--- config.mk ---
export PLATFORM = sky130hd
export DESIGN_NAME = rect_startup_seq
export DESIGN_NICKNAME = d
export VERILOG_FILES = /design/src/rtl/rss_pkg.sv /design/src/rtl/rss_tick_timer.sv /design/src/rtl/rss_vcheck.sv /design/src/rtl/rss_fsm.sv /design/src/rtl/rect_startup_seq.sv
export SDC_FILE = /design/constraint.sdc
export NUM_CORES = 1
export LEC_CHECK = 0
export BUFFER_PORTS_ARGS = -buffer_cell sky130_fd_sc_hd__buf_4
export CAP_MARGIN = 20
export CORE_ASPECT_RATIO = 0.8
export CORE_MARGIN = 8
export CORE_UTILIZATION = 50
export CTS_CLUSTER_DIAMETER = 100
export DETAILED_ROUTE_END_ITERATION = 12
export PLACE_DENSITY_LB_ADDON = 0.08
export SETUP_SLACK_MARGIN = 0.3
export SYNTH_ARGS = -nofsm -noshare
export SYNTH_HDL_FRONTEND = slang
export SYNTH_HIERARCHICAL = 1
export SYNTH_SLANG_ARGS = --single-unit
--- constraint.sdc ---
create_clock -name clk -period 3.6 [get_ports clk]
set_input_delay 0.72 -clock clk [delete_from_list [all_inputs] [get_ports clk]]
set_output_delay 0.72 -clock clk [all_outputs]
set_load 0.01 [all_outputs]
--- src/rtl/rss_pkg.sv ---
package rss_pkg;
  typedef enum logic [2:0] {
    ST_CHARGE  = 3'd0,
    ST_HOLDOFF = 3'd1,
    ST_BYPASS  = 3'd2,
    ST_BOOST   = 3'd3,
    ST_RUN     = 3'd4,
    ST_FAULT   = 3'd5
  } rss_state_e;

  localparam int LVL_AVG = 0;
  localparam int LVL_REF = 1;
  localparam int N_LVL   = 2;
endpackage

--- src/rtl/rss_tick_timer.sv ---
module rss_tick_timer #(
  parameter int CNT_W = 17
) (
  input  logic             clk,
  input  logic             rst_n,
  input  logic             clr,
  input  logic             tick,
  input  logic [CNT_W-1:0] limit,
  output logic             done
);
  logic [CNT_W-1:0] cnt_q;
  logic             cnt_en;

  assign done   = (cnt_q >= limit);
  assign cnt_en = clr | (tick & ~done);

  always_ff @(posedge clk or negedge rst_n) begin
    if (!rst_n) begin
      cnt_q <= '0;
    end else if (cnt_en) begin
      cnt_q <= clr ? '0 : cnt_q + 1'b1;
    end
  end
endmodule

--- src/rtl/rss_vcheck.sv ---
module rss_vcheck #(
  parameter int VW    = 12,
  parameter int N_LVL = 2
) (
  input  logic [VW-1:0]            vout,
  input  logic [N_LVL-1:0][VW-1:0] lvl,
  output logic [N_LVL-1:0]         ge
);
  for (genvar gi = 0; gi < N_LVL; gi++) begin : g_cmp
    assign ge[gi] = (vout >= lvl[gi]);
  end
endmodule

--- src/rtl/rss_fsm.sv ---
module rss_fsm
  import rss_pkg::*;
#(
  parameter int CNT_W                = 17,
  parameter int PRECHG_TIMEOUT_TICKS = 100000,
  parameter int HOLDOFF_TICKS        = 20000,
  parameter int SETTLE_TICKS         = 5000
) (
  input  logic             clk,
  input  logic             rst_n,
  input  logic             prot,
  input  logic             at_avg,
  input  logic             at_ref,
  input  logic             tmr_done,
  output logic             tmr_clr,
  output logic [CNT_W-1:0] tmr_limit,
  output rss_state_e       state,
  output logic             relay_q,
  output logic             ss_q
);
  localparam logic [CNT_W-1:0] LIM_CHARGE  = CNT_W'(PRECHG_TIMEOUT_TICKS);
  localparam logic [CNT_W-1:0] LIM_HOLDOFF = CNT_W'(HOLDOFF_TICKS);
  localparam logic [CNT_W-1:0] LIM_SETTLE  = CNT_W'(SETTLE_TICKS);

  rss_state_e state_q, state_d;
  logic       relay_set, ss_d;

  always_comb begin
    state_d = state_q;
    if (prot) begin
      state_d = ST_FAULT;
    end else begin
      case (state_q)
        ST_CHARGE: begin
          if (at_avg)        state_d = ST_HOLDOFF;
          else if (tmr_done) state_d = ST_FAULT;
        end
        ST_HOLDOFF: if (tmr_done) state_d = ST_BYPASS;
        ST_BYPASS:  if (tmr_done) state_d = ST_BOOST;
        ST_BOOST:   if (at_ref)   state_d = ST_RUN;
        ST_RUN:     state_d = ST_RUN;
        default:    state_d = ST_FAULT;
      endcase
    end
  end

  always_comb begin
    case (state_q)
      ST_CHARGE:  tmr_limit = LIM_CHARGE;
      ST_HOLDOFF: tmr_limit = LIM_HOLDOFF;
      ST_BYPASS:  tmr_limit = LIM_SETTLE;
      default:    tmr_limit = '0;
    endcase
  end

  assign tmr_clr   = (state_d != state_q);
  assign relay_set = (state_q == ST_HOLDOFF) && (state_d == ST_BYPASS);
  assign ss_d      = (state_q == ST_BYPASS) && (state_d == ST_BOOST);

  always_ff @(posedge clk or negedge rst_n) begin
    if (!rst_n) begin
      state_q <= ST_CHARGE;
      ss_q    <= 1'b0;
    end else begin
      state_q <= state_d;
      ss_q    <= ss_d;
    end
  end

  always_ff @(posedge clk or negedge rst_n) begin
    if (!rst_n) begin
      relay_q <= 1'b0;
    end else if (relay_set) begin
      relay_q <= 1'b1;
    end
  end

  assign state = state_q;
endmodule

--- src/rtl/rect_startup_seq.sv ---
module rect_startup_seq
  import rss_pkg::*;
#(
  parameter int VW                   = 12,
  parameter int PRECHG_TIMEOUT_TICKS = 100000,
  parameter int HOLDOFF_TICKS        = 20000,
  parameter int SETTLE_TICKS         = 5000
) (
  input  logic          clk,
  input  logic          rst_n,
  input  logic          tick,
  input  logic [VW-1:0] vout,
  input  logic [VW-1:0] avg_thr,
  input  logic [VW-1:0] vref,
  input  logic          oc_flag,
  input  logic          ov_flag,
  output logic          relay_on,
  output logic          bridge_en,
  output logic          softstart_go,
  output logic          gain_fast,
  output logic          load_hold,
  output logic          fault
);
  localparam int MAX_AB = (HOLDOFF_TICKS > SETTLE_TICKS) ? HOLDOFF_TICKS : SETTLE_TICKS;
  localparam int MAX_T  = (PRECHG_TIMEOUT_TICKS > MAX_AB) ? PRECHG_TIMEOUT_TICKS : MAX_AB;
  localparam int CNT_W  = $clog2(MAX_T + 1);

  logic                    rst_meta_q, rst_sync_n;
  logic [N_LVL-1:0][VW-1:0] lvl;
  logic [N_LVL-1:0]        ge;
  logic                    tmr_clr, tmr_done, relay_q, ss_q;
  logic [CNT_W-1:0]        tmr_limit;
  rss_state_e              state;

  always_ff @(posedge clk or negedge rst_n) begin
    if (!rst_n) begin
      rst_meta_q <= 1'b0;
      rst_sync_n <= 1'b0;
    end else begin
      rst_meta_q <= 1'b1;
      rst_sync_n <= rst_meta_q;
    end
  end

  assign lvl[LVL_AVG] = avg_thr;
  assign lvl[LVL_REF] = vref;

  rss_vcheck #(.VW(VW), .N_LVL(N_LVL)) vcheck_i (
    .vout (vout),
    .lvl  (lvl),
    .ge   (ge)
  );

  rss_tick_timer #(.CNT_W(CNT_W)) timer_i (
    .clk   (clk),
    .rst_n (rst_sync_n),
    .clr   (tmr_clr),
    .tick  (tick),
    .limit (tmr_limit),
    .done  (tmr_done)
  );

  rss_fsm #(
    .CNT_W                (CNT_W),
    .PRECHG_TIMEOUT_TICKS (PRECHG_TIMEOUT_TICKS),
    .HOLDOFF_TICKS        (HOLDOFF_TICKS),
    .SETTLE_TICKS         (SETTLE_TICKS)
  ) fsm_i (
    .clk       (clk),
    .rst_n     (rst_sync_n),
    .prot      (oc_flag | ov_flag),
    .at_avg    (ge[LVL_AVG]),
    .at_ref    (ge[LVL_REF]),
    .tmr_done  (tmr_done),
    .tmr_clr   (tmr_clr),
    .tmr_limit (tmr_limit),
    .state     (state),
    .relay_q   (relay_q),
    .ss_q      (ss_q)
  );

  assign relay_on     = relay_q;
  assign bridge_en    = (state == ST_BOOST) || (state == ST_RUN);
  assign softstart_go = ss_q && (state == ST_BOOST);
  assign gain_fast    = (state != ST_RUN);
  assign load_hold    = (state != ST_RUN);
  assign fault        = (state == ST_FAULT);
endmodule

; Yosys cells after proc, flatten, opt, wreduce, memory -nomap -nowiden
; Index checks and enable logic that the tools add are counted.
[word_totals]
input_bits = 41
out_inout_bits = 6
regBits = 24
elab_cells = 37
[op_classes]
bitwise = 4
n_addsub = 1
order_cmp = 3
reduce_logical = 5
mux = 9
n_eq_ne = 9
[ops]
columns = operator, count
row1 = $pmux W17 S3, 1
row2 = $ge A12 B12 Y1, 2
row3 = $mux W3, 6
row4 = $add A17 B1 Y17 const B, 1
row5 = $ge A17 B17 Y1, 1
row6 = $mux W17, 1
row7 = $pmux W3 S5, 1
row8 = $eq A3 B2 Y1 const B, 4
row9 = $eq A3 B3 Y1 const B, 2
row10 = $eq A3 B1 Y1 const B, 1
row11 = $logic_and A1 B1 Y1, 3
row12 = $logic_not A3 Y1, 1
row13 = $ne A3 B3 Y1, 1
row14 = $ne A3 B3 Y1 const B, 1
row15 = $or A1 B1 Y1, 2
row16 = $and A1 B1 Y1, 1
row17 = $logic_or A1 B1 Y1, 1
row18 = $not A1 Y1, 1

; Longest topological paths before layout
[logic_depth]
depth_word = 9
mapped_depth = 20
ltp_nobuf = 14

; Modules after synthesis
; The synthesis kept the hierarchy.
[modules_own_cells]
columns = module, area_each_um2, seq_area_each_um2, cells_per_inst, instances
row1 = rss_tick_timer, 1385.1, 425.4, 164, 1
row2 = rss_vcheck, 579.3, 0.0, 79, 1
row3 = rss_fsm, 476.7, 125.1, 58, 1
row4 = rect_startup_seq, 112.6, 50.0, 10, 1

; Least setup slack after synthesis
; No wires, ideal clock.
[synth_path]
path_type = register -> register
from = register fsm_i.state_q[1] (netlist: fsm_i/state[1])
to = register timer_i.cnt_q[0]
t_required_ps = 3522
setup_ps = 78
synth_period_minus_slack_ps = 4189
setup_slack_ps = -589
path_stages_with_launch = 20
path_buffers = 6
t_arrival_ps = 4111
path_cell_list = dfrtp_1 -> clkbuf_1 -> nand2b_1 -> nor2_1 -> buf_4 -> inv_1 -> ha_1 -> and2_0 -> a221o_1 -> a21oi_2 -> o211ai_2 -> clkbuf_1 -> buf_2 -> or2_1 -> or3b_4 -> mux2i_1 -> or4_1 -> buf_1 -> clkbuf_1 -> a21oi_1
[synth_between]
elab_chain_len = 9
elab_cells_between_ends = 19
classes_between = 1 x order compare / 5 x eq/ne / 9 x mux / 3 x bitwise / 1 x reduce/logical
[synth_rtl]
columns = element, line
row1 = "start, declared", rss_fsm.sv:25  ; rss_state_e state_q, state_d;
row2 = "start signal, assigned", rss_fsm.sv:65  ; state_q <= state_d;
row3 = "$eq A3 B2 Y1, or another cell as far along", rss_fsm.sv:48  ; case (state_q)
row4 = $pmux W17 S3 *, rss_fsm.sv:48
row5 = via tmr_limit[3], rect_startup_seq.sv:32  ; logic [CNT_W-1:0] tmr_limit;
row6 = $ge A17 B17 Y1 *, rss_tick_timer.sv:14  ; assign done = (cnt_q >= limit);
row7 = via tmr_done, rect_startup_seq.sv:31  ; logic tmr_clr, tmr_done, relay_q, ss_q;
row8 = $mux W3, rss_fsm.sv:36  ; else if (tmr_done) state_d = ST_FAULT;
row9 = $mux W3, rss_fsm.sv:35  ; if (at_avg) state_d = ST_HOLDOFF;
row10 = $pmux W3 S5 *, rss_fsm.sv:33  ; case (state_q)
row11 = $mux W3 *, rss_fsm.sv:30  ; if (prot) begin
row12 = $ne A3 B3 Y1 *, rss_fsm.sv:56  ; assign tmr_clr = (state_d != state_q);
row13 = via tmr_clr, rect_startup_seq.sv:31
row14 = $mux W17 or $or A1 B1 Y1 (tied branches), "rss_tick_timer.sv:21, rss_tick_timer.sv:15"
row15 = "end signal, assigned", rss_tick_timer.sv:21  ; cnt_q <= clr ? '0 : cnt_q + 1'b1;
row16 = "end, declared", rss_tick_timer.sv:11  ; logic [CNT_W-1:0] cnt_q;
; The timed path passes the listed nets; every way through them passes the cells marked *.
; A chain may end at the register's enable or synchronous reset.

; Final worst setup path
[layout_path]
from = register fsm_i.state_q[2] (netlist: fsm_i/state[2])
to = register timer_i.cnt_q[10]
; Same word-level chain as after synthesis.

==> results.json <==
{
  "ir_drop_uv": 236,
  "outcome": "finished, final reports clean",
  "slew_violations": 0,
  "crit_fanout": 9,
  "leakage_nw": 1.49,
  "drc": 0,
  "path_class": "reg2reg",
  "yosysSeqAreaShare": 0.235,
  "pin_count": 47,
  "grt_pass1_vias": 2195,
  "grt_pass1_wl_um": 9960,
  "synthDistinctLibCells": 51,
  "hold_viol": 0,
  "reg2reg_depth": 14,
  "antenna_found_initial": 0,
  "coreArea_um2": 4980,
  "power.switching_mw": 0.296,
  "drive_gt1_frac": 0.306,
  "grt_max_degree": 33,
  "clkSinkCount": 24,
  "worst_hold_slack_ns": 0.218,
  "grt_usage": 0.157,
  "num_rows": 23,
  "drv_cap": 0,
  "drtAntennaViolNets": 0,
  "cp_data_arrival_time_ns": 3.51,
  "syn_inst": 311,
  "timing.rr.end": "timer_i/cnt_q[10]",
  "syn_to_final_growth_pct": 23.4,
  "clk_path_buf_depth": 2,
  "path_clk_slew_ns": 0.09,
  "syn_area_per_cell_um2": 8.21,
  "tightestPinTransition_ns": 0.949,
  "power_frac_seq": 0.415,
  "start_util": 0.513,
  "setup_slack_ns": 0.284,
  "synth-xor-area-share": 0,
  "diodes": 0,
  "fmax_mhz": 302,
  "cp-start-kind": "register",
  "htree_levels": 1,
  "area.sequential_um2": 603,
  "multiInputGateArea_um2": 1790,
  "yosys-mux-area-fraction": 0.0127,
  "ctsHoldBuffers": 0,
  "port_buffers": 46,
  "required_ns": 3.79,
  "dp_hpwl_um": 4690,
  "dpl.cell_count": 409,
  "cts_made_buffers": 3,
  "post-route-period-util": 0.921,
  "ys_warn_count": 6,
  "crit_path_end_kind": "register",
  "r2r_slack_ns": 0.28,
  "pwr_density_cell_nw_per_um2": 266,
  "finalSetupViolCount": 0,
  "grt_setup_unrepaired": "true",
  "dieArea_um2": 7660,
  "syn_area_um2": 2550,
  "p_clk_frac": 0.192,
  "fillers": 446,
  "fin_nets": 444,
  "rr_startpoint": "fsm_i/state[2]",
  "initialDrtViolationCount": 105,
  "stdcell_count": 421,
  "detail_route.wl_per_cell_um": 14.2,
  "synthAdderAreaFrac": 0.206,
  "fin_util": 0.633,
  "cts-root-buf": "clkbuf_8",
  "synth_top_family_by_area": "simple AND/OR/NAND/NOR gates",
  "intPower_mw": 0.541,
  "final.setup.tns_ns": 0,
  "fin_crit_ns": 3.32,
  "dp_worst_setup_slack_ns": 0.0955,
  "fp.dieH_um": 79.9,
  "clk_latency_ns": 0.27,
  "vias": 2327,
  "max_slew_margin": 0.367,
  "synth-compound-area-share": 0.190,
  "gp_congestion": 0.799,
  "tritoncts": "yes",
  "overflow": 0,
  "skew_ns": 0.00780,
  "synth-simple-area-share": 0.233,
  "pwr-share-comb": 0.392,
  "via_per_inst": 5.53,
  "ys_ff_latch": 24,
  "totalWireLength_um": 5960,
  "min_path_type": "in2async",
  "drtPass1Iterations": 4,
  "die_width_um": 95.9,
  "swShare": 0.353
}
==> per-layer routing <==
layer	track usage	wire, µm	part of all wire
met2	0.238	2620	0.44
met3	0.0376	309	0.052
met4	0.0352	38	0.0064
met1	0.219	2990	0.50
met5	0	0	0
==> flip-flops by register name, indices dropped and copies added, names as in the netlist <==
register,flops
fsm_i/state,3
fsm_i/relay_q,1
timer_i/cnt_q,17
fsm_i/ss_q,1
rst_meta_q,1
rst_sync_n,1
==> final cells by class <==
type,instances,area share
multi-input combinational,227,0.567
clock buffer,3,0.0131
tap,62,0.0246
timing repair buffer,63,0.154
inverter,42,0.0500
sequential,24,0.191
==> metrics by stage <==
stage | power (mW) | area (µm²)
floorplan | 0.573 | 2710
global placement | 0.656 | 2980
detailed placement | 0.662 | 2980
CTS | 0.825 | 3040
global route | 0.899 | 3150
finish | 0.837 | 3150
==> cells by family after synthesis <==
kind of cell,count (synthesis)
compound gates,71
mux,3
other cells,2
fa+ha+maj,42
flops,24
buf+inv,65
simple gates,104
==> Yosys cell counts, drive strengths merged <==
master   instances  area (µm²)
and2b            1        8.76
mux2             2        22.5
o21ai           11        55.1
a221o            1        10.0
buf             18         131
a211oi           7        62.6
dfrtp           24         601
o31ai           13        97.6
nand4            9        56.3
or3b             3        31.3
mux2i            1        10.0
or4b             1        10.0
ha              42         526
nand2           15        56.3
or3              2        12.5
a221oi           1        15.0
nand3           10        50.1
a31o             1        8.76
o211ai           1        12.5
or2              3        18.8
o2111ai          1        8.76
and4             1        8.76
nor2            19        71.3
a21bo            1        10.0
clkbuf           5        18.8
nor3             4        20.0
conb             2        7.51
o41ai            1        16.3
a31oi            1        6.26
nor2b            9        56.3
or4             14         105
nor3b            3        22.5
a21o             6        45.0
nor4             1        6.26
and3             2        13.8
and3b            1        10.0
a21oi           25         129
inv             42         158
and2             4        25.0
nand2b           2        12.5
a22oi            1        7.51
==> how the worst max path moves through the flow <==
stage	cells past startpoint	startpoint	slack (ns)	endpoint
4_1_cts	14	fsm_i/state[2]	0.30	timer_i/cnt_q[5]
3_3_place_gp	14	fsm_i/state[2]	0.24	timer_i/cnt_q[5]
6_report	14	fsm_i/state[2]	0.28	timer_i/cnt_q[10]
2_1_floorplan	20	fsm_i/state[0]	-0.16	timer_i/cnt_q[8]
5_1_grt	14	fsm_i/state[2]	0.11	timer_i/cnt_q[16]
3_5_place_dp	14	fsm_i/state[2]	0.1	timer_i/cnt_q[5]
==> layout by cell type (no fill, tap or decap), types with 6 or more instances in the layout <==
master    n
inv_1    40
nand3_1  10
o31ai_1  13
nand2_1  15
buf_4    61
a21o_1    6
ha_1     40
conb_1    7
nor2_1   15
dfrtp_1  22
or4_1    13
nor2b_1   9
o21ai_1   6
a21oi_2  12
nand4_1   9
a21oi_1  13
==> timing repair <==
action / CTS / global route
setup endpoints to repair: 17 / 17
gates cloned: 0 / 0
buffers inserted: 1 / 8
resized for setup: 4 / 12
pin swaps: 1 / 11
==> power groups by stage <==
stage	combinational (mW)	clock [mW]	sequential (mW)
detailed placement	0.309	0	0.353
floorplan	0.234	0	0.339
finish	0.328	0.161	0.348
global route	0.369	0.177	0.353
global placement	0.304	0	0.352
CTS	0.311	0.168	0.347
==> worst max-delay path, stage by stage (launching register included) <==
cell and delay, ns:
dfrtp_2 0.48, buf_4 0.17, nor2_4 0.15, inv_2 0.06, ha_4 0.21, and2_4 0.15, a221o_1 0.33, a21oi_2 0.13
o211ai_2 0.09, or2_4 0.27, or3b_4 0.25, a221oi_2 0.06, or4_4 0.59, buf_8 0.18, a21oi_1 0.12
Power figures use the tool's default switching activity.
